[src/rtl/epl_pkg.sv]
package epl_pkg;

  // Strobes from receive control to the receive latch
  typedef struct packed {
    logic loadHigh;  // valid high pulse seen
    logic loadLow;   // valid low pulse seen
    logic goIdle;    // watchdog expired, fall to safe state
  } rxStrobes_t;

endpackage

[src/rtl/epl_tx.sv]
module epl_tx #(
  parameter int REFRESH_CLKS = 96
) (
  input  logic clk,
  input  logic rstN,
  input  logic dataIn,
  output logic txSet,
  output logic txRst
);
  localparam int CW = (REFRESH_CLKS > 1) ? $clog2(REFRESH_CLKS) : 1;
  localparam logic [CW-1:0] QUIET_LAST = CW'(REFRESH_CLKS - 1);

  logic          lastLvl;
  logic [CW-1:0] quietCnt;
  logic          edgeSeen;
  logic          refreshDue;
  logic          sendNow;

  always_comb begin
    edgeSeen   = dataIn ^ lastLvl;
    refreshDue = (quietCnt == QUIET_LAST);
    sendNow    = edgeSeen | refreshDue;
  end

  always_ff @(posedge clk) begin
    if (!rstN) begin
      lastLvl  <= dataIn;
      quietCnt <= '0;
      txSet    <= 1'b0;
      txRst    <= 1'b0;
    end else begin
      lastLvl  <= dataIn;
      quietCnt <= sendNow ? '0 : quietCnt + CW'(1);
      txSet    <= sendNow & dataIn;
      txRst    <= sendNow & ~dataIn;
    end
  end

endmodule

[src/rtl/epl_rx_ctrl.sv]
module epl_rx_ctrl
  import epl_pkg::*;
#(
  parameter int WD_CLKS = 240
) (
  input  logic       clk,
  input  logic       rstN,
  input  logic       rxSet,
  input  logic       rxRst,
  output rxStrobes_t strb
);
  localparam int WW = (WD_CLKS > 1) ? $clog2(WD_CLKS) : 1;
  localparam logic [WW-1:0] WD_LAST = WW'(WD_CLKS - 1);

  logic [WW-1:0] wdCnt;
  logic          validPulse;
  logic          expired;

  always_comb begin
    validPulse    = rxSet ^ rxRst;
    expired       = (wdCnt == WD_LAST);
    strb.loadHigh = rxSet & ~rxRst;
    strb.loadLow  = rxRst & ~rxSet;
    strb.goIdle   = expired & ~validPulse;
  end

  always_ff @(posedge clk) begin
    if (!rstN) begin
      wdCnt <= WD_LAST;
    end else if (validPulse) begin
      wdCnt <= '0;
    end else if (!expired) begin
      wdCnt <= wdCnt + WW'(1);
    end
  end

endmodule

[src/rtl/epl_rx_data.sv]
module epl_rx_data
  import epl_pkg::*;
(
  input  logic       clk,
  input  logic       rstN,
  input  rxStrobes_t strb,
  output logic       rxLevel,
  output logic       rxDrive
);

  always_ff @(posedge clk) begin
    if (!rstN) begin
      rxLevel <= 1'b0;
      rxDrive <= 1'b0;
    end else if (strb.loadHigh) begin
      rxLevel <= 1'b1;
      rxDrive <= 1'b1;
    end else if (strb.loadLow) begin
      rxLevel <= 1'b0;
      rxDrive <= 1'b1;
    end else if (strb.goIdle) begin
      rxLevel <= 1'b0;
      rxDrive <= 1'b0;
    end
  end

endmodule

[src/rtl/edge_pulse_link.sv]
module edge_pulse_link
  import epl_pkg::*;
#(
  parameter int CLKS_PER_BIT  = 8,
  parameter int REFRESH_BITS  = 12,
  parameter int WATCHDOG_BITS = 30
) (
  input  logic clk,
  input  logic rstN,
  input  logic dataIn,
  output logic txSet,
  output logic txRst,
  input  logic rxSet,
  input  logic rxRst,
  output logic rxLevel,
  output logic rxDrive
);
  localparam int REFRESH_CLKS = REFRESH_BITS * CLKS_PER_BIT;
  localparam int WD_CLKS      = WATCHDOG_BITS * CLKS_PER_BIT;

  rxStrobes_t rxStrb;

  epl_tx #(.REFRESH_CLKS(REFRESH_CLKS)) uTx (
    .clk(clk), .rstN(rstN), .dataIn(dataIn), .txSet(txSet), .txRst(txRst)
  );

  epl_rx_ctrl #(.WD_CLKS(WD_CLKS)) uRxCtrl (
    .clk(clk), .rstN(rstN), .rxSet(rxSet), .rxRst(rxRst), .strb(rxStrb)
  );

  epl_rx_data uRxData (
    .clk(clk), .rstN(rstN), .strb(rxStrb), .rxLevel(rxLevel), .rxDrive(rxDrive)
  );

endmodule

[config.mk]
export PLATFORM = sky130hd
export DESIGN_NAME = edge_pulse_link
export DESIGN_NICKNAME = d
export VERILOG_FILES = /design/src/rtl/epl_pkg.sv /design/src/rtl/epl_tx.sv /design/src/rtl/epl_rx_ctrl.sv /design/src/rtl/epl_rx_data.sv /design/src/rtl/edge_pulse_link.sv
export SDC_FILE = /design/constraint.sdc
export NUM_CORES = 1
export LEC_CHECK = 0
export BUFFER_PORTS_ARGS = -buffer_cell sky130_fd_sc_hd__buf_2
export CELL_PAD_IN_SITES_DETAIL_PLACEMENT = 0
export CELL_PAD_IN_SITES_GLOBAL_PLACEMENT = 1
export CORE_MARGIN = 2
export CORE_UTILIZATION = 42
export CTS_CLUSTER_SIZE = 25
export DETAILED_ROUTE_END_ITERATION = 7
export PLACE_DENSITY_LB_ADDON = 0.3
export SLEW_MARGIN = 20
export SYNTH_ARGS = -nofsm -noshare
export SYNTH_HDL_FRONTEND = slang
export SYNTH_HIERARCHICAL = 1
export SYNTH_SLANG_ARGS = --single-unit
[constraint.sdc]
create_clock -name clk -period 1.6 [get_ports clk]
set_input_delay 0 -clock clk [delete_from_list [all_inputs] [get_ports clk]]
set_output_delay 0 -clock clk [all_outputs]
set_load 0.05 [all_outputs]
Word-level counts from Yosys, hierarchy flattened
Index checks and enable logic that the tools add are counted.

storage, ports and cells
  word-level logic and storage cells = 36
  output and inout port bits = 4
  input port bits = 5
  bits in registers = 20

operators by class
  reductions and logical operators = 3
  mux-type cells = 7
  $add $sub $neg = 2
  eq/ne operators = 3
  bitwise logic cells = 13

operators by type and width
  kind                                            number
  two-way mux 8 bit                               2
  adder 8 x 1 -> 8 bit (second input constant)    1
  equality test 8 bit (second input constant)     1
  adder 7 x 1 -> 7 bit (second input constant)    1
  equality test 7 bit (second input constant)     1
  bitwise AND 1 bit                               5
  two-way mux 1 bit                               5
  inverter 1 bit                                  5
  OR reduction 2 bit                              2
  nonzero test 3 bit                              1
  != test 2 x 1 -> 1 bit (second input constant)  1
  XOR 1 bit                                       2
  OR 1 bit                                        1

Depth between registers and ports, before layout
  word-level depth = 6
  depth in mapped cells = 6
  mapped depth without buffers = 5

Cells and area by module
Netlist, hierarchy kept.

by module, submodules not included
  module       cells each  seq. area each (um^2)  area an instance (um^2)  times used
  epl_rx_ctrl  52          160.2                  436.7                    1
  epl_tx       37          200.2                  379.1                    1
  epl_rx_data  6           40.0                   70.1                     1

Worst setup path before layout
No wires, ideal clock.

  path type = reg-to-reg
  from = register uRxCtrl.wdCnt[0]
  to = register uRxData.rxDrive
  buffers on the path = 1
  slack = 221 ps
  arrival = 1260 ps
  required time = 1480 ps
  stages on the path, launching flop included = 7
  library setup time = 120 ps
  period minus slack after synthesis = 1379 ps
  path through = dfxtp_1 > ha_1 > and3_2 > buf_2 > and3_1 > nor2b_1 > o31a_1

RTL lines
  item                    line               RTL
  from (decl)             epl_rx_ctrl.sv:15  logic [WW-1:0] wdCnt;
  from (signal assigned)  epl_rx_ctrl.sv:33  wdCnt <= wdCnt + WW'(1);
  to (signal assigned)    epl_rx_data.sv:14  rxDrive <= 1'b0;
  to (signal assigned)    epl_rx_data.sv:17  rxDrive <= 1'b1;
  to (signal assigned)    epl_rx_data.sv:20  rxDrive <= 1'b1;
  to (decl)               epl_rx_data.sv:8   output logic rxDrive

==> flow_metrics.tcl <==
set metrics [dict create \
    status "finished, final reports clean" \
    required_ns 1.80 \
    crit_buf_inv 0 \
    dp_hpwl_um 1140 \
    crit_fanout 6 \
    pwr_density_cell_mw_per_mm2 1100 \
    worst_skew_pair.late_latency_ns 0.30 \
    area_delta_synth_final_pct 16.2 \
    fin_nets 118 \
    cts_sinks 20 \
    crit_chain "ha_1 > and3_2 > and3_1 > nor2b_1 > o31a_1" \
    synth_edf_count 0 \
    wl_per_cell_um 12.3 \
    synth_cell_types 30 \
    drc 0 \
    period_needed_ns 1.47 \
    min_path_type "input pin to flip-flop" \
    post_dp_cell_area_um2 957 \
    end_kind "flip-flop" \
    instances_no_fill 135 \
    ant_nets 0 \
    async_flop_share 0 \
    io-pin-count 9 \
    fp.coreArea_mm2 0.00198 \
    max-slew-margin-rel 0.736 \
    place_inst 129 \
    p_leak_nw 0.413 \
    synth_nets 104 \
    setup_viol 0 \
    clkTransAtPathRegs_ns 0.12 \
    cap_violations 0 \
    max-clock-path-buffers 2 \
    antenna_cells 0 \
    chipWidth_um 49.9 \
    syn_area_per_cell_um2 9.32 \
    fin_skew_ns 0.00447 \
    synth_flop_cell "dfxtp_1" \
    worstPathArrival_ns 1.67 \
    worstSetupStartpointType "flip-flop" \
    grt_setup_unrepaired "false" \
    io_buffers 8 \
    cpPeakStageDelay_ns 0.41 \
    grt_max_degree 14 \
    grt_first_pass_wirelength_um 2920 \
    cts-root-buf "clkbuf_4" \
    grt_usage 0.150 \
    seq_area_frac_synth 0.452 \
    gp_congestion 0.724 \
    grt-ovfl-total 0 \
    yosys.area.top_type "dfxtp_1" \
    yosys_register_bits 20 \
    antenna_found_initial 0 \
    initial_utilization 0.447 \
    min_period_over_period 0.917 \
    dr.pass1.iters 4 \
    worst_pin_slew_ns 0.394 \
    syn_inst 95 \
    path_delay_family "simple AND/OR/NAND/NOR gates" \
    placementRows 16 \
    dieHeight_um 49.9 \
    fin_setup_tns_ns 0 \
    cts_made_buffers 3 \
    crit_slowest_cell "dfxtp_1" \
    cts_tree "done" \
    setup_slack_ns 0.133 \
    htree_num_levels 1 \
    synth_top_area_frac 0.452 \
    dieArea_mm2 0.00249 \
    grt_pass1_vias 684 \
    ir_drop_mv 0.535 \
    hold_viol 0 \
    num_vias 746 \
    yosys_warnings 6 \
    drt_iter0_drc 25 \
    yosys-top-cells-area "dfxtp_1 (45%), ha_1 (5.6%), o211ai_1 (4.2%), nand2_1 (3.4%), o311ai_1 (3.0%)" \
    stdcell_area_mm2 0.00103 \
    max_freq_mhz 681 \
    wirelength_um 1660 \
    slew_violations 0 \
    drive_gt1_frac 0.157 \
    vias_per_cell 5.53 \
    place_ws_ns 0.190 \
    syn_area_um2 886 \
    worstSetupPathType "flip-flop to flip-flop" \
]
==> cell families after synthesis <==
group | synth area share
xor+xnor | 0.0396
fa+ha+maj | 0.0565
flops | 0.452
buf+inv | 0.0367
compound gates | 0.178
simple gates | 0.237
==> worst reg2reg max path: cells and delay by family, from the launching register on <==
kind / cells / cell delay [ns]
compound gates: 1 / 0.22
fa+ha+maj: 1 / 0.23
flops: 1 / 0.41
simple gates: 3 / 0.50
==> cell usage in the layout (no fill, tap or decap), drive strengths merged, types with 3 or more instances in the layout <==
cell	synthesis	layout
dfxtp	20	20
o211ai	5	5
a21oi	4	4
and3	3	3
o311ai	3	3
nand2	8	8
nand2b	4	4
nor3	4	4
o21ai	6	6
clkbuf	0	3
inv	6	6
ha	4	4
nand3	6	6
nand4	3	3
buf	2	9
==> metal layers <==
layer / vias to the layer above / part of all wire / GRT usage
met4: 0 / 0.0078 / 0.0556
met5: - / 0 / 0
met3: 2 / 0.040 / 0.0273
li1: 373 / - / -
met2: 19 / 0.46 / 0.247
met1: 352 / 0.49 / 0.194
==> Yosys cell counts, types with 3 or more instances <==
| library cell | number |
|---|---|
| dfxtp_1 | 20 |
| nand3_1 | 5 |
| nand4_1 | 3 |
| nor3_1 | 3 |
| a21oi_1 | 4 |
| nand2_1 | 8 |
| ha_1 | 4 |
| nand2b_1 | 4 |
| o311ai_1 | 3 |
| o211ai_1 | 5 |
| inv_1 | 6 |
| o21ai_0 | 4 |
==> stage by stage <==
step | power, mW | hold slack, ns | utilization
floorplan | 0.681 | 0.0277 | -
global placement | 0.717 | 0.152 | 0.483
detailed placement | 0.722 | 0.157 | 0.483
CTS | 1.14 | 0.0958 | 0.520
global route | 1.18 | 0.136 | 0.520
finish | 1.13 | 0.0972 | 0.520
==> cell type report <==
cell class / count / area (um2)
inverters: 6 / 22.5
flip-flops and latches: 20 / 400
fillers: 178 / 952
multi-input cells: 67 / 453
well taps: 27 / 33.8
repair buffers: 11 / 67.6
clock buffers: 3 / 22.5
clock inverters: 1 / 30.0
==> report_power, final <==
part           total, mW  internal (mW)  switching, mW  leakage (nW)
logic              0.159         0.0641         0.0948         0.220
registers          0.559          0.530         0.0290         0.165
clock network      0.414          0.253          0.161        0.0279
total               1.13          0.847          0.285         0.413
==> state kept, by name, indices dropped and copies added (netlist names) <==
register / flops
uTx/txSet: 1
uTx/quietCnt: 7
uTx/lastLvl: 1
uRxCtrl/wdCnt: 8
uTx/txRst: 1
uRxData/rxLevel: 1
uRxData/rxDrive: 1
==> repair_timing <==
action                                 4_1_cts  5_1_grt
resized for setup                            0        0
setup buffers                                0        0
hold buffers                                 2        0
endpoints found under the hold margin        5        0
==> path summary, 6_finish.rpt <==
path	end	start	slack, ns	cells past startpoint
min	uRxData/rxDrive	rxRst	0.1	3
min reg2reg	uTx/quietCnt[0]	uTx/quietCnt[0]	0.48	1
max reg2reg	uRxData/rxDrive	uRxCtrl/wdCnt[0]	0.13	5
max	uRxData/rxDrive	uRxCtrl/wdCnt[0]	0.13	5
(Power assumes the default switching activity.)
